### src/rtl/rtc_pkg.sv
package rtc_pkg;
  localparam int FIELD_W    = 8;
  localparam int ADDR_W     = 3;
  localparam int NUM_FIELDS = 7;

  typedef enum logic [ADDR_W-1:0] {
    F_SEC   = 3'd0,
    F_MIN   = 3'd1,
    F_HOUR  = 3'd2,
    F_DOW   = 3'd3,
    F_DATE  = 3'd4,
    F_MONTH = 3'd5,
    F_YEAR  = 3'd6
  } field_e;

  // Add one to a two-digit BCD value; a units digit of 9 or more carries.
  function automatic logic [FIELD_W-1:0] bcd_step(input logic [FIELD_W-1:0] v);
    if (v[3:0] >= 4'd9) return {v[7:4] + 4'd1, 4'h0};
    return {v[7:4], v[3:0] + 4'd1};
  endfunction

  // (10*t + u) mod 4 equals (2*t + u) mod 4, so only t[0] and u[1:0] matter.
  function automatic logic leap_year(input logic [FIELD_W-1:0] y);
    logic [1:0] s;
    s = {y[4], 1'b0} + y[1:0];
    return (s == 2'b00);
  endfunction

  // Last date of a month, in BCD.
  function automatic logic [FIELD_W-1:0] month_last(input logic [FIELD_W-1:0] m,
                                                    input logic leap);
    case (m)
      8'h02:                      return leap ? 8'h29 : 8'h28;
      8'h04, 8'h06, 8'h09, 8'h11: return 8'h30;
      default:                    return 8'h31;
    endcase
  endfunction
endpackage

### src/rtl/rtc_bcd_field.sv
module rtc_bcd_field
  import rtc_pkg::*;
#(
  parameter logic [FIELD_W-1:0] MASK    = 8'hFF,
  parameter logic [FIELD_W-1:0] LO      = 8'h00,
  parameter logic [FIELD_W-1:0] RST_VAL = 8'h00
) (
  input  logic               clk,
  input  logic               rst_n,
  input  logic               ld_i,
  input  logic [FIELD_W-1:0] ld_val_i,
  input  logic               inc_i,
  input  logic [FIELD_W-1:0] limit_i,
  output logic [FIELD_W-1:0] q_o,
  output logic               wrap_o
);
  logic [FIELD_W-1:0] nxt;

  assign wrap_o = inc_i && (q_o >= limit_i);

  always_comb begin
    nxt = q_o;
    if (ld_i)       nxt = ld_val_i & MASK;
    else if (inc_i) nxt = wrap_o ? LO : (bcd_step(q_o) & MASK);
  end

  always_ff @(posedge clk or negedge rst_n) begin
    if (!rst_n) q_o <= RST_VAL;
    else        q_o <= nxt;
  end
endmodule

### src/rtl/rtc_hour_field.sv
module rtc_hour_field
  import rtc_pkg::*;
(
  input  logic               clk,
  input  logic               rst_n,
  input  logic               ld_i,
  input  logic [FIELD_W-1:0] ld_val_i,
  input  logic               inc_i,
  output logic [FIELD_W-1:0] q_o,
  output logic               day_o
);
  localparam logic [FIELD_W-1:0] HOUR_MASK = 8'hBF;

  logic               mode12;
  logic               pm;
  logic [FIELD_W-1:0] hv;
  logic [FIELD_W-1:0] stepped;
  logic [FIELD_W-1:0] nxt;

  assign mode12 = q_o[7];
  assign pm     = q_o[5];

  always_comb begin
    nxt     = q_o;
    day_o   = 1'b0;
    hv      = mode12 ? {3'b000, q_o[4:0]} : {2'b00, q_o[5:0]};
    stepped = bcd_step(hv);
    if (ld_i) begin
      nxt = ld_val_i & HOUR_MASK;
    end else if (inc_i) begin
      if (mode12) begin
        if (hv >= 8'h12) begin
          nxt = {q_o[7], 1'b0, pm, 5'h01};
        end else if (hv == 8'h11) begin
          nxt   = {q_o[7], 1'b0, ~pm, 5'h12};
          day_o = pm;
        end else begin
          nxt = {q_o[7], 1'b0, pm, stepped[4:0]};
        end
      end else begin
        if (hv >= 8'h23) begin
          nxt   = {q_o[7], 7'h00};
          day_o = 1'b1;
        end else begin
          nxt = {q_o[7], 1'b0, stepped[5:0]};
        end
      end
    end
  end

  always_ff @(posedge clk or negedge rst_n) begin
    if (!rst_n) q_o <= 8'h00;
    else        q_o <= nxt;
  end
endmodule

### src/rtl/bcd_rtc_core.sv
module bcd_rtc_core
  import rtc_pkg::*;
(
  input  logic               clk,
  input  logic               rst_n,
  input  logic               tick_i,
  input  logic               wr_en_i,
  input  logic [ADDR_W-1:0]  wr_addr_i,
  input  logic [FIELD_W-1:0] wr_data_i,
  input  logic [ADDR_W-1:0]  rd_addr_i,
  output logic [FIELD_W-1:0] rd_data_o
);
  localparam int MS_FIELDS = 2;

  logic [NUM_FIELDS-1:0] ld;
  logic                  tick_ok;
  logic [FIELD_W-1:0]    ms_q    [MS_FIELDS];
  logic [MS_FIELDS:0]    ms_carry;
  logic [FIELD_W-1:0]    sec_q, min_q, hour_q, dow_q, date_q, month_q, year_q;
  logic                  day_roll, dow_wrap, date_wrap, month_wrap, year_wrap;
  logic [FIELD_W-1:0]    date_limit;

  // a write cycle swallows the tick
  assign tick_ok = tick_i & ~wr_en_i;

  for (genvar f = 0; f < NUM_FIELDS; f++) begin : g_ld
    assign ld[f] = wr_en_i && (wr_addr_i == ADDR_W'(f));
  end

  // Seconds and minutes share one shape: 00..59 with carry out
  assign ms_carry[0] = tick_ok;
  for (genvar i = 0; i < MS_FIELDS; i++) begin : g_ms
    rtc_bcd_field #(.MASK(8'h7F), .LO(8'h00), .RST_VAL(8'h00)) u_ms (
      .clk(clk), .rst_n(rst_n),
      .ld_i(ld[i]), .ld_val_i(wr_data_i),
      .inc_i(ms_carry[i]), .limit_i(8'h59),
      .q_o(ms_q[i]), .wrap_o(ms_carry[i+1])
    );
  end
  assign sec_q = ms_q[0];
  assign min_q = ms_q[1];

  rtc_hour_field u_hour (
    .clk(clk), .rst_n(rst_n),
    .ld_i(ld[F_HOUR]), .ld_val_i(wr_data_i),
    .inc_i(ms_carry[MS_FIELDS]),
    .q_o(hour_q), .day_o(day_roll)
  );

  rtc_bcd_field #(.MASK(8'h07), .LO(8'h01), .RST_VAL(8'h01)) u_dow (
    .clk(clk), .rst_n(rst_n),
    .ld_i(ld[F_DOW]), .ld_val_i(wr_data_i),
    .inc_i(day_roll), .limit_i(8'h07),
    .q_o(dow_q), .wrap_o(dow_wrap)
  );

  assign date_limit = month_last(month_q, leap_year(year_q));

  rtc_bcd_field #(.MASK(8'h3F), .LO(8'h01), .RST_VAL(8'h01)) u_date (
    .clk(clk), .rst_n(rst_n),
    .ld_i(ld[F_DATE]), .ld_val_i(wr_data_i),
    .inc_i(day_roll), .limit_i(date_limit),
    .q_o(date_q), .wrap_o(date_wrap)
  );

  rtc_bcd_field #(.MASK(8'h1F), .LO(8'h01), .RST_VAL(8'h01)) u_month (
    .clk(clk), .rst_n(rst_n),
    .ld_i(ld[F_MONTH]), .ld_val_i(wr_data_i),
    .inc_i(date_wrap), .limit_i(8'h12),
    .q_o(month_q), .wrap_o(month_wrap)
  );

  rtc_bcd_field #(.MASK(8'hFF), .LO(8'h00), .RST_VAL(8'h00)) u_year (
    .clk(clk), .rst_n(rst_n),
    .ld_i(ld[F_YEAR]), .ld_val_i(wr_data_i),
    .inc_i(month_wrap), .limit_i(8'h99),
    .q_o(year_q), .wrap_o(year_wrap)
  );

  always_comb begin
    case (rd_addr_i)
      F_SEC:   rd_data_o = sec_q;
      F_MIN:   rd_data_o = min_q;
      F_HOUR:  rd_data_o = hour_q;
      F_DOW:   rd_data_o = dow_q;
      F_DATE:  rd_data_o = date_q;
      F_MONTH: rd_data_o = month_q;
      F_YEAR:  rd_data_o = year_q;
      default: rd_data_o = '0;
    endcase
  end

  logic unused_wraps;
  assign unused_wraps = dow_wrap ^ year_wrap;
endmodule

### config.mk
export PLATFORM = sky130hd
export DESIGN_NAME = bcd_rtc_core
export DESIGN_NICKNAME = d
export VERILOG_FILES = /design/src/rtl/rtc_pkg.sv /design/src/rtl/rtc_bcd_field.sv /design/src/rtl/rtc_hour_field.sv /design/src/rtl/bcd_rtc_core.sv
export SDC_FILE = /design/constraint.sdc
export NUM_CORES = 1
export LEC_CHECK = 0
export BUFFER_PORTS_ARGS = -buffer_cell sky130_fd_sc_hd__buf_2
export CORE_MARGIN = 3
export CORE_UTILIZATION = 40
export DETAILED_ROUTE_END_ITERATION = 8
export PLACE_DENSITY_LB_ADDON = 0.05
export SYNTH_ARGS = -nofsm -noshare
export SYNTH_HDL_FRONTEND = slang
export SYNTH_SLANG_ARGS = --single-unit
### constraint.sdc
create_clock -name clk -period 5.24 [get_ports clk]
set_input_delay 0 -clock clk [delete_from_list [all_inputs] [get_ports clk]]
set_output_delay 0 -clock clk [all_outputs]
set_load 0.1 [all_outputs]
### After elaboration in Yosys (flattened, before gate mapping)

Index checks and enable logic that the tools add are counted.

| storage, ports and cells | value |
|---|---|
| register bits after elaboration | 56 |
| bits in latches | 0 |
| bits in writable memories | 0 |
| memory bits (read-only) | 0 |
| input port bits | 18 |
| output and inout port bits | 8 |
| logic and storage cells | 167 |
| memories kept | 0 |

| operators by class | value |
|---|---|
| add/subtract/negate cells | 14 |
| multiply operators | 0 |
| divide/modulo/power cells | 0 |
| magnitude comparators | 15 |
| equality and inequality tests | 20 |
| shift operators | 0 |
| muxes and demuxes | 67 |
| bitwise logic cells | 3 |
| reduce and logical (&&, ||, !) cells | 35 |

Operators with widths:

| operator | count |
|---|---|
| $mux 8 | 19 |
| $pmux 8 s7 | 1 |
| $mux 6 | 8 |
| $mux 7 | 6 |
| $add 4x1->4 const B | 7 |
| $ge 4x4->1 const B | 7 |
| $mux 1 | 26 |
| $eq 3x3->1 const B | 6 |
| $eq 8x3->1 const B | 2 |
| $eq 8x5->1 const B | 2 |
| $ge 8x5->1 const B | 2 |
| $ge 8x7->1 const B | 2 |
| $mux 5 | 3 |
| $reduce_bool 3->1 | 5 |
| $reduce_bool 2->1 | 7 |
| $logic_and 1x1->1 | 13 |
| $eq 3x2->1 const B | 4 |
| $pmux 5 s2 | 1 |
| $reduce_and 2->1 | 5 |
| $add 3x1->3 const B | 3 |
| $mux 3 | 3 |
| $eq 8x2->1 const B | 1 |
| $eq 8x4->1 const B | 1 |
| $ge 8x3->1 const B | 1 |
| 14 further kinds | 19 |

### Depth between registers and ports, before layout

Gate-level depths: netlist of the first run.

| depth | value |
|---|---|
| depth in word-level cells | 15 |
| mapped depth | 12 |
| mapped depth without buffers | 11 |

### Cells and area by module

From an unflattened synthesis of the first run, not the netlist that was laid out.

| unflattened totals | value |
|---|---|
| cell total of the unflattened synthesis | 574 |
| area, all modules | 4,888.4 um^2 |

Modules (own cells, without submodules):

| module | instances | cells an instance | area an instance (um^2) | seq. area each (um^2) |
|---|---|---|---|---|
| rtc_bcd_field at g_ms[0].u_ms ... | 2 | 84 | 681.9 | 175.2 |
| rtc_bcd_field at u_year | 1 | 93 | 815.8 | 200.2 |
| rtc_hour_field | 1 | 73 | 634.4 | 175.2 |
| rtc_bcd_field at u_date | 1 | 76 | 623.1 | 151.4 |
| bcd_rtc_core | 1 | 68 | 615.6 | 0.0 |
| rtc_bcd_field at u_month | 1 | 62 | 523.0 | 126.4 |
| rtc_bcd_field at u_dow | 1 | 34 | 312.8 | 76.3 |

### Worst setup path before layout of the first run

Ideal clock, no wire load.

| timing | value |
|---|---|
| path type | register to register |
| start | register u_month.q_o[0] |
| end | register u_date.q_o[3] |
| setup time | 82 ps |
| arrival | 2,820 ps |
| data required time | 5,158 ps |
| setup slack | 2,338 ps |
| cell stages (with the launch flop) | 11 |
| buffers on the path | 0 |
| period minus slack after synthesis | 2,902 ps |
| cells stage by stage | dfstp_2 -> inv_1 -> ha_1 -> a21oi_1 -> nor3_1 -> o32ai_1 -> ha_1 -> or4b_1 -> a211o_1 -> or4_1 -> a31oi_1 |

| between the ends | value |
|---|---|
| word-level cells in the longest chain between the ends | 8 |

RTL lines:

| item | line | text |
|---|---|---|
| from (decl) | rtc_bcd_field.sv:14 | `output logic [FIELD_W-1:0] q_o,` |
| from (signal assigned) | rtc_bcd_field.sv:29 | `else q_o <= nxt;` |
| $eq 8x3->1 (tied with other cells) | rtc_pkg.sv:32 | `case (m)` |
| $reduce_or 4->1 | rtc_pkg.sv:32 |  |
| $pmux 5 s2 * | rtc_pkg.sv:32 |  |
| $ge 8x6->1 * | rtc_bcd_field.sv:19 | `assign wrap_o = inc_i && (q_o >= limit_i);` |
| $logic_and 1x1->1 * | rtc_bcd_field.sv:19 |  |
| $mux 6 * | rtc_bcd_field.sv:24 | `else if (inc_i) nxt = wrap_o ? LO : (bcd_step(q_o) & MASK);` |
| $mux 8 * | rtc_bcd_field.sv:24 |  |
| $mux 8 * | rtc_bcd_field.sv:23 | `if (ld_i) nxt = ld_val_i & MASK;` |
| to (signal assigned) | rtc_bcd_field.sv:29 |  |
| to (decl) | rtc_bcd_field.sv:14 |  |

Mark *: on every way between the ends. The rest lies on a longest branch, timed or not. The select of a mux whose other input is x is not followed.
A chain may end at the register's enable or synchronous reset.

### Worst setup path after layout of the first run

| timing | value |
|---|---|
| start | register u_month.q_o[0] |
| end | register u_year.q_o[7] |

| between the ends | value |
|---|---|
| word-level cells in the longest chain between the ends | 10 |

RTL lines:

| item | line |
|---|---|
| $eq 8x3->1 (tied with other cells) | rtc_pkg.sv:32 |
| $reduce_or 4->1 | rtc_pkg.sv:32 |
| $pmux 5 s2 | rtc_pkg.sv:32 |
| $ge 8x6->1 | rtc_bcd_field.sv:19 |
| $logic_and 1x1->1 | rtc_bcd_field.sv:19 |
| $logic_and 1x1->1 * | rtc_bcd_field.sv:19 |
| $logic_and 1x1->1 | rtc_bcd_field.sv:19 |
| $mux 8 (2 in series) | rtc_bcd_field.sv:24 |
| $mux 8 | rtc_bcd_field.sv:23 |
| to (signal assigned) | rtc_bcd_field.sv:29 |
| to (decl) | rtc_bcd_field.sv:14 |

Marked as above.

==> key figures, run 1 <==
Run status
  – Outcome: completed

Floorplanning
  – Core Region: 0.00924 sq mm
  – Initial Util: between 40% and 50%
  – Std-Cell Rows: 35
  – Die H: between 100 and 150 microns
  – I/O pin count: 26
  – Die Footprint: 0.0107 sq mm
  – Die Width: approximately 100 microns

Logic synthesis
  – Ys flop type: dfrtp_1
  – Fraction of registers with async set/reset: between 90% and 100%
  – Synth Area per Inst: around 8.4 sq um
  – Distinct cells, synth: 70
  – #FFs+latches synth: 43
  – Number of flops mapped to enable cells by yosys: 0
  – Cell count after synthesis: ~450
  – Syn. warnings: 0
  – Area of the mapped netlist: between 0.003 and 0.004 sq mm
  – Post-Syn Nets: approximately 510
  – Sequential-to-total area share from yosys stat: 28.3%

Critical path
  – Crit Reg-Reg Endpoint: u_year.q_o[7]
  – Crit path from: u_month.q_o[0]
  – Startpoint types: flop
  – Worst setup EP type: flop
  – WP data required: 5440 ps
  – Critical Path AT: 3440 ps
  – Reg-to-reg startpoint: u_month.q_o[0]
  – Kind of critical path: reg2reg
  – Worst-path fanout max: 12
  – CP dominant cell by count: ha_1
  – Worst path max stage delay: between 600 and 700 ps
  – Crit path to: u_year.q_o[7]
  – Max stage delay cell, worst path: dfstp_2
  – CP Cell Sequence: inv_1 > ha_1 > a21oi_1 > nor3_1 > o32ai_1 > ha_1 > or4b_1 > a211o_1 > nand2b_1 > nor2_1 > a311oi_1
  – R2R cell count: 11
  – R2r setup slk: around 2000 ps

Place
  – Port Buffer Count: 25
  – RePlAce Congestion: around 0.87
  – Dpl hpwl: 8490 microns

Final layout
  – Area of the multi-input gates: between 0.002 and 0.003 sq mm
  – Final Util: 44.8%
  – Fill count: around 940
  – Most frequent cells in the layout: dfrtp_1 (40), nand2_1 (35), nor2_1 (34), ha_1 (34), o21ai_0 (29)
  – Final net count: roughly 500
  – Sequential Area: 0.00108 sq mm
  – Area growth syn-to-layout: 8.46%
  – N_diodes: 0
  – Layout cells sized above 1: a little under an eighth
  – Most common cell after layout, fill and taps aside: dfrtp_1

STA
  – Max_slew headroom: 24.6%
  – Final worst path period need: about 3200 ps
  – Final Cycle Share: 61.8%
  – Pin slew with the least headroom to its limit: 1130 ps
  – Finish-stage setup viols: 0
  – Layout Skew: a little over 8 ps
  – Highest Clock Rate: between 300 and 400 MHz
  – Final hold violation count: 0
  – Final Slew Violations: 0
  – Final setup TNS: 0 ps
  – RSZ-0062 raised after global routing: no

Global routing
  – Initial antenna violation count: 0
  – Vias in the first global route: approximately 3400
  – Total track usage: between 20% and 30%
  – Total gr overflow: 0
  – Largest net degree at the start of global routing: between 40 and 50
  – First-pass GRT wire length: between 15000 and 20000 microns

CTS
  – Clk sink count: 43
  – Clock Tree Root: clkbuf_8
  – Htree depth: 2
  – Num CTS Buffers: 5
  – CTS tree: built
  – Post_cts resized: 0
  – Clock slew at reported path FFs: about 80 ps
  – Worst-case clock buffer depth: 2
  – Latest clock arrival within the worst-skew pair: roughly 300 ps

Drt
  – DR iter-0 viols: 193
  – Final wirelength: ~12000 microns
  – Post-route ant nets: 0
  – Detailed Routing Iterations Pass 1: 5
  – Wire length per cell: between 15 and 20 microns
  – Drt via density: slightly above 6
  – Drt drc: 0
  – Via count: 3587

Min path
  – Hold Crit Start: wr_data_i[0]
  – Worst hold-check path type: in2reg

Power and ir drop
  – Lkg Pwr: approximately 1.7 nW
  – Power Dens Cells: ~370 mW/mm^2
  – VDD IR max: 0.181 mV

Run
  – Max-Cap Viols: 0
worst min-delay path by stage:
stage	slack (ps)	cells after the start	end
after CTS	30	3	u_month.q_o[0]
final	40	3	u_month.q_o[0]
after global placement	250	1	u_date.q_o[2]
after detailed placement	250	1	u_date.q_o[3]
after global routing	50	3	u_month.q_o[0]
after floorplan	-300	0	g_ms[0].u_ms.q_o[0]
timing repair:
action	4_1_cts	5_1_grt
hold endpoints to repair	42	0
setup buffers	0	0
hold buffers	3	0
final cells by class:
type	count	area share, %
inverter	25	2.27
clock inverter	1	0.726
multi-input combinational	358	61.1
timing repair buffer	30	4.11
tap	129	3.90
clock buffer	6	1.75
sequential	43	26.1
synthesized netlist by cell type, drive strengths merged (3+ instances only):
cell type,number,area share (%)
a211oi,5,0.98
a21oi,21,2.8
a221o,8,2.1
a221oi,3,0.69
a22oi,4,0.79
a31oi,14,2.3
and2,4,0.66
and3,3,0.49
buf,10,1.3
clkbuf,18,1.8
dfrtp,40,26
dfstp,3,2.1
ha,34,11
inv,25,2.5
mux2,6,1.8
mux2i,10,2.6
nand2,35,3.4
nand2b,8,1.3
nand3,18,2.4
nand3b,6,1.2
nand4,3,0.66
nor2,34,3.3
nor2b,9,1.5
nor3,15,2.0
nor3b,7,1.4
nor4,3,0.49
nor4b,5,1.1
o21ai,29,3.8
o221ai,3,0.69
o22ai,3,0.49
o31ai,11,2.2
o32ai,4,0.92
o41ai,5,1.5
or3,3,0.49
or3b,4,0.92
or4,6,1.2
worst max-delay path, delay by kind of cell, from the launching register on:
kind,cells,cell delay [ps]
AO/OA/AOI/OAI,4,910
adder cells (fa/ha/maj),2,510
buffers and inverters,1,90
flip-flops,1,610
AND/OR/NAND/NOR,4,1020
report_power, final:
group / switching (mW) / leakage, nW / internal [mW]
Combinational: 0.413 / 1.17 / 0.270
Clock: 0.116 / 0.0513 / 0.140
Sequential: 0.176 / 0.508 / 0.426
Total: 0.705 / 1.73 / 0.836
per-layer routing:
metal / vias to the layer above / wire length [microns] / track usage, %
met1: 1767 / 5600 / 30.3
met3: 12 / 422 / 2.62
met5: - / 0 / 0
met4: 0 / 177 / 5.13
met2: 81 / 5580 / 36.4
li1: 1727 / - / -
metrics by stage:
stage | instances | setup slack, ps | total power [mW] | cell area [sq um] | hold slack, ps
after floorplan | 454 | 2340 | 1.09 | 3810 | -296
after global placement | 582 | 2090 | 1.28 | 4010 | 254
after detailed placement | 582 | 1990 | 1.28 | 4010 | 247
after CTS | 592 | 2000 | 1.55 | 4140 | 27.6
after global routing | 592 | 1730 | 1.66 | 4140 | 46.3
final | 592 | 2000 | 1.54 | 4140 | 42.3
registers in the layout, indices dropped and copies added, names as in the netlist:
| name | count |
|---|---|
| u_dow.q_o | 3 |
| u_year.q_o | 8 |
| u_date.q_o | 6 |
| u_month.q_o | 5 |
| u_hour.q_o | 7 |
| g_ms.u_ms.q_o | 14 |
cell families after synthesis:
| kind of cell | share of synthesized area, % |
|---|---|
| fa+ha+maj | 11.2 |
| buf+inv | 5.54 |
| compound gates | 24.4 |
| xor+xnor | 0.689 |
| mux | 4.99 |
| simple gates | 24.9 |
| flops | 28.3 |
Note: power is estimated with default switching activity, not from simulation.
==> run 2: changes to the inputs <==
==> constraint.sdc (replaced) <==
create_clock -name clk -period 3.17 [get_ports clk]
set_input_delay 0 -clock clk [delete_from_list [all_inputs] [get_ports clk]]
set_output_delay 0 -clock clk [all_outputs]
set_load 0.1 [all_outputs]
==> key figures, run 2 (synthesis gave the netlist of run 1 again) <==
Place
  – DP Worst Slack: 109 ps (was 1990 ps)
  – Dpl hpwl: 8640 microns (was 8490 microns)
  – RePlAce Congestion: 0.862 (was 0.874)
  – Port Buffer Count: 25 (unchanged)

STA
  – Highest Clock Rate: 331 MHz (was 309 MHz)
  – Layout Skew: 8.21 ps (was 8.31 ps)
  – Final setup TNS: 0 ps (unchanged)
  – Pin slew with the least headroom to its limit: 1080 ps (was 1130 ps)
  – Setup WS post-layout: 149 ps (was 2000 ps)
  – Finish-stage setup viols: 0 (unchanged)
  – Final Slew Violations: 0 (unchanged)
  – Final Cycle Share: 95.3% (was 61.8%)
  – RSZ-0062 raised after global routing: no (unchanged)
  – Final worst path period need: 3020 ps (was 3240 ps)
  – Final hold violation count: 0 (unchanged)
  – Min Hold Slack: 27.5 ps (was 42.3 ps)
  – Max_slew headroom: 27.8% (was 24.6%)

Final layout
  – Max FFs per register: 14 (unchanged)
  – Area growth syn-to-layout: 11.8% (was 8.46%)
  – Layout cells sized above 1: 14.9% (was 11.7%)
  – N_diodes: 0 (unchanged)
  – Largest Register: g_ms.u_ms.q_o (unchanged)
  – Fill count: 917 (was 942)
  – Most common cell after layout, fill and taps aside: dfrtp_1 (unchanged)
  – Final net count: 529 (was 515)
  – Final Util: 46.2% (was 44.8%)
  – Most frequent cells in the layout: dfrtp_1 (40), nand2_1 (35), nor2_1 (34), ha_1 (34), o21ai_0 (29) (unchanged)
  – Largest registers: g_ms.u_ms.q_o x14, u_year.q_o x8, u_hour.q_o x7 (unchanged)

Floorplanning
  – Die Width: 104 microns (unchanged)
  – Initial Util: 41.3% (unchanged)
  – Die H: 104 microns (unchanged)
  – Die Footprint: 0.0107 sq mm (unchanged)
  – Std-Cell Rows: 35 (unchanged)
  – I/O pin count: 26 (unchanged)
  – Core Region: 0.00924 sq mm (unchanged)

Drt
  – Drt drc: 0 (unchanged)
  – DR iter-0 viols: 222 (was 193)
  – Drt via density: 6.01 (was 6.06)
  – Post-route ant nets: 0 (unchanged)
  – Detailed Routing Iterations Pass 1: 5 (unchanged)
  – Wire length per cell: 19.7 microns (was 19.9 microns)
  – Final wirelength: 11900 microns (was 11800 microns)
  – Via count: 3651 (was 3587)

CTS
  – CTS tree: built (unchanged)
  – Latest clock arrival within the worst-skew pair: 310 ps (was 300 ps)
  – Clk sink count: 43 (unchanged)
  – Num CTS Buffers: 5 (unchanged)
  – Clock slew at reported path FFs: 90 ps (was 80 ps)
  – Clock Tree Root: clkbuf_8 (unchanged)
  – Worst-case clock buffer depth: 2 (unchanged)
  – Htree depth: 2 (unchanged)

Critical path
  – Worst setup EP type: flop (unchanged)
  – Startpoint types: flop (unchanged)
  – R2r setup slk: 150 ps (was 2000 ps)
  – R2R cell count: 10 (was 11)
  – Critical Path AT: 3260 ps (was 3440 ps)
  – Kind of critical path: reg2reg (unchanged)
  – WP data required: 3400 ps (was 5440 ps)
  – Worst-path fanout max: 8 (was 12)

Global routing
  – Total gr overflow: 0 (unchanged)
  – Vias in the first global route: 3543 (was 3380)
  – First-pass GRT wire length: 19200 microns (was 18800 microns)
  – Initial antenna violation count: 0 (unchanged)
  – Total track usage: 22.2% (was 21.8%)
  – Largest net degree at the start of global routing: 44 (unchanged)

Power and ir drop
  – Lkg Pwr: 1.80 nW (was 1.73 nW)
  – Clock network fraction of total power: 15.9% (was 16.6%)
  – Combinational power share: 47.6% (was 44.3%)
  – VDD IR max: 0.402 mV (was 0.181 mV)
  – Post-route total power: 2.61 mW (was 1.54 mW)
  – Int Power: 1.41 mW (was 0.836 mW)
  – Flop pwr share: 36.6% (was 39.1%)
  – Sw Share: 46.1% (was 45.7%)
  – Power Dens Cells: 611 mW/mm^2 (was 372 mW/mm^2)
  – Psw: 1.20 mW (was 0.705 mW)

Min path
  – Worst hold path cell count: 3 (unchanged)
  – Worst hold-check path type: in2reg (unchanged)

Run
  – Max-Cap Viols: 0 (unchanged)

Run status
  – Outcome: completed (unchanged)
==> run 2: cell types whose count changed in the layout (fill, tap and decap cells not counted) <==
cell | previous run | this run
bufinv_16 | 1 | 0
buf_4 | 2 | 15
buf_12 | 0 | 1
a211o_4 | 0 | 1
or4b_4 | 0 | 1
a211o_1 | 1 | 0
or4b_1 | 1 | 0
clkbuf_8 | 5 | 7
==> run 2: worst paths after layout <==
check | from | endpoint
setup / recovery | u_month.q_o[0] | u_date.q_o[3]
max in group asynchronous | rst_n | u_hour.q_o[4]
min in group asynchronous | rst_n | u_date.q_o[4]
hold / removal | wr_data_i[0] | u_month.q_o[0]
hold reg to reg | u_dow.q_o[2] | u_dow.q_o[2]
setup reg to reg | u_month.q_o[0] | u_date.q_o[3]
==> run 2: cell type report <==
| class | count | area, sq um | share of cell area [%] |
|---|---|---|---|
| clock buffer | 8 | 100 | 2.35 |
| inverter | 25 | 93.8 | 2.20 |
| multi-input combinational | 358 | 2540 | 59.6 |
| sequential | 43 | 1080 | 25.3 |
| tap | 129 | 161 | 3.78 |
| timing repair buffer | 44 | 288 | 6.75 |
==> run 2: worst max-delay path, stage by stage, from the launching register on <==
cell and delay [ps]:
dfstp_2 550, inv_1 60, ha_1 230, a21oi_1 130
nor3_1 60, o32ai_1 120, ha_1 280, or4b_4 490
a211o_4 400, or4_1 470, a31oi_1 170
==> run 2: power groups by stage <==
stage / clock, mW / combinational (mW) / sequential [mW]
2_1_floorplan: 0 / 0.929 / 0.866
3_3_place_gp: 0 / 1.20 / 0.962
3_5_place_dp: 0 / 1.21 / 0.963
4_1_cts: 0.422 / 1.22 / 0.952
5_1_grt: 0.439 / 1.39 / 0.979
6_report: 0.413 / 1.24 / 0.954
==> run 2: layer usage <==
| layer | GRT usage, % | share of wire, % | up-vias |
|---|---|---|---|
| met2 | 36.5 | 47 | 98 |
| met1 | 30.0 | 46 | 1781 |
| met3 | 3.43 | 4.5 | 21 |
| li1 | - | - | 1751 |
| met4 | 6.84 | 2.5 | 0 |
| met5 | 0 | 0 | - |
==> run 2: repair_timing <==
item / CTS / global route
resized for setup: 0 / 3
hold buffers: 3 / 0
endpoints found under the hold margin: 42 / 0
endpoints found under the setup margin: 0 / 4
buffers inserted: 0 / 1
==> run 2: per-stage QoR <==
step                cells  cell area (sq um)
floorplan             454               3810
global placement      595               4120
detailed placement    595               4120
CTS                   606               4250
global route          607               4270
finish                607               4270
==> run 3: changes to the inputs <==
--- a/config.mk
+++ b/config.mk
@@ -8,8 +8,10 @@
 export BUFFER_PORTS_ARGS = -buffer_cell sky130_fd_sc_hd__buf_2
 export CORE_MARGIN = 3
 export CORE_UTILIZATION = 40
+export CTS_CLUSTER_SIZE = 25
 export DETAILED_ROUTE_END_ITERATION = 8
 export PLACE_DENSITY_LB_ADDON = 0.05
+export REMOVE_ABC_BUFFERS = 1
 export SYNTH_ARGS = -nofsm -noshare
 export SYNTH_HDL_FRONTEND = slang
 export SYNTH_SLANG_ARGS = --single-unit
==> constraint.sdc (replaced) <==
create_clock -name clk -period 3.5 [get_ports clk]
set_input_delay 0 -clock clk [delete_from_list [all_inputs] [get_ports clk]]
set_output_delay 0 -clock clk [all_outputs]
set_load 0.1 [all_outputs]
==> key figures, run 3 (synthesis gave the netlist of run 1 again) <==
Place
  – Dpl hpwl: 8610 microns (was 8640 microns)
  – RePlAce Congestion: 0.831 (was 0.862)
  – DP Worst Slack: 281 ps (was 109 ps)
  – Port Buffer Count: 25 (unchanged)

Final layout
  – Max FFs per register: 14 (unchanged)
  – Fill count: 929 (was 917)
  – Area of the multi-input gates: 0.00253 sq mm (was 0.00254 sq mm)
  – Most frequent cells in the layout: dfrtp_1 (40), nand2_1 (35), nor2_1 (34), ha_1 (34), o21ai_0 (29) (unchanged)
  – Area growth syn-to-layout: 10.1% (was 11.8%)
  – Largest registers: g_ms.u_ms.q_o x14, u_year.q_o x8, u_hour.q_o x7 (unchanged)
  – Final Util: 45.4% (was 46.2%)
  – Final net count: 525 (was 529)
  – N_diodes: 0 (unchanged)
  – Largest Register: g_ms.u_ms.q_o (unchanged)
  – Most common cell after layout, fill and taps aside: dfrtp_1 (unchanged)
  – Sequential Area: 0.00108 sq mm (unchanged)
  – Layout cells sized above 1: 13.9% (was 14.9%)

Floorplanning
  – Die Footprint: 0.0107 sq mm (unchanged)
  – Std-Cell Rows: 35 (unchanged)
  – Core Region: 0.00924 sq mm (unchanged)
  – Initial Util: 41.3% (unchanged)
  – Die H: 104 microns (unchanged)
  – I/O pin count: 26 (unchanged)
  – Die Width: 104 microns (unchanged)

STA
  – Layout Skew: 17.7 ps (was 8.21 ps)
  – Setup WS post-layout: 251 ps (was 149 ps)
  – Max_slew headroom: 50.6% (was 27.8%)
  – Final hold violation count: 0 (unchanged)
  – RSZ-0062 raised after global routing: no (unchanged)
  – Min Hold Slack: 23.2 ps (was 27.5 ps)
  – Pin slew with the least headroom to its limit: 737 ps (was 1080 ps)
  – Highest Clock Rate: 308 MHz (was 331 MHz)
  – Final setup TNS: 0 ps (unchanged)
  – Finish-stage setup viols: 0 (unchanged)
  – Final worst path period need: 3250 ps (was 3020 ps)
  – Final Cycle Share: 92.8% (was 95.3%)
  – Final Slew Violations: 0 (unchanged)

Critical path
  – Worst path max stage delay: 620 ps (was 550 ps)
  – Startpoint types: flop (unchanged)
  – Crit path max-delay family: simple AND/OR/NAND/NOR gates (unchanged)
  – Worst setup EP type: flop (unchanged)
  – Worst-path fanout max: 12 (was 8)
  – WP data required: 3700 ps (was 3400 ps)
  – Kind of critical path: reg2reg (unchanged)
  – Critical Path AT: 3450 ps (was 3260 ps)
  – Max stage delay cell, worst path: dfstp_2 (unchanged)
  – CP Cell Sequence: inv_1 > ha_1 > a21oi_1 > nor3_1 > o32ai_1 > ha_1 > or4b_1 > a211o_1 > nand2b_1 > nor3_1 > o32ai_1 (was inv_1 > ha_1 > a21oi_1 > nor3_1 > o32ai_1 > ha_1 > or4b_4 > a211o_4 > or4_1 > a31oi_1)
  – Crit path buf inv count: 1 (unchanged)

Global routing
  – Initial antenna violation count: 0 (unchanged)
  – Total track usage: 21.7% (was 22.2%)
  – First-pass GRT wire length: 18900 microns (was 19200 microns)
  – Total gr overflow: 0 (unchanged)
  – Largest net degree at the start of global routing: 44 (unchanged)
  – Vias in the first global route: 3397 (was 3543)

Power and ir drop
  – Post-route total power: 2.29 mW (was 2.61 mW)
  – Power Dens Cells: 545 mW/mm^2 (was 611 mW/mm^2)
  – VDD IR max: 0.248 mV (was 0.402 mV)
  – Lkg Pwr: 1.76 nW (was 1.80 nW)

Drt
  – Drt via density: 6.03 (was 6.01)
  – Drt drc: 0 (unchanged)
  – Wire length per cell: 19.4 microns (was 19.7 microns)
  – DR iter-0 viols: 184 (was 222)
  – Final wirelength: 11700 microns (was 11900 microns)
  – Post-route ant nets: 0 (unchanged)
  – Detailed Routing Iterations Pass 1: 5 (unchanged)
  – Via count: 3637 (was 3651)

CTS
  – Hold buffer count at CTS: 3 (unchanged)
  – Postcts setup bufs: 0 (unchanged)
  – Latest clock arrival within the worst-skew pair: 310 ps (about the same)
  – CTS tree: built (unchanged)
  – Clock Tree Root: clkbuf_8 (unchanged)
  – Worst-case clock buffer depth: 2 (unchanged)
  – Clock slew at reported path FFs: 110 ps (was 90 ps)
  – Clk sink count: 43 (unchanged)
  – Num CTS Buffers: 5 (unchanged)
  – Post_cts resized: 0 (unchanged)
  – Htree depth: 2 (unchanged)

Min path
  – Worst hold-check path type: in2reg (unchanged)

Run
  – Max-Cap Viols: 0 (unchanged)

Run status
  – Outcome: completed (unchanged)
-- run 3: path summary, 6_finish.rpt --
kind / cells after the start / slack (ps) / startpoint / end
hold reg to reg: 2 / 580 / u_dow.q_o[1] / u_dow.q_o[1]
setup reg to reg: 11 / 250 / u_month.q_o[0] / u_year.q_o[6]
setup / recovery: 11 / 250 / u_month.q_o[0] / u_year.q_o[6]
max in group asynchronous: 3 / 2770 / rst_n / u_year.q_o[6]
min in group asynchronous: 3 / 320 / rst_n / u_dow.q_o[2]
hold / removal: 3 / 20 / wr_data_i[5] / g_ms[1].u_ms.q_o[5]
-- run 3: layout make-up --
type,instances,area share [%]
inverters,25,2.23
clock inverters,3,0.477
flip-flops and latches,43,25.7
well taps,129,3.84
clock buffers,5,1.64
multi-input cells,358,60.3
repair buffers,40,5.84
-- run 3: through the flow --
| step | instances | cell area (sq um) |
|---|---|---|
| 2_1_floorplan | 426 | 3700 |
| 3_3_place_gp | 592 | 4080 |
| 3_5_place_dp | 592 | 4080 |
| 4_1_cts | 603 | 4200 |
| 5_1_grt | 603 | 4200 |
| 6_report | 603 | 4200 |
-- run 3: worst register-to-register path, delay by kind of cell, from the launching register on --
kind | cells | cell delay, ps
AND/OR/NAND/NOR | 4 | 1040
AO/OA/AOI/OAI | 4 | 900
flip-flops | 1 | 620
adder cells (fa/ha/maj) | 2 | 510
buffers and inverters | 1 | 90
-- run 3: per-layer routing --
metal / GRT usage, % / vias to the layer above / part of all wire, %
met5: 0 / - / 0
met4: 3.13 / 0 / 0.62
met3: 3.61 / 8 / 6.0
met2: 33.3 / 116 / 45
met1: 32.9 / 1771 / 49
li1: - / 1742 / -
-- run 3: where the power goes --
group	internal, mW	total, mW	switching [mW]
clock network	0.140	0.346	0.206
logic	0.422	1.06	0.642
registers	0.637	0.876	0.239
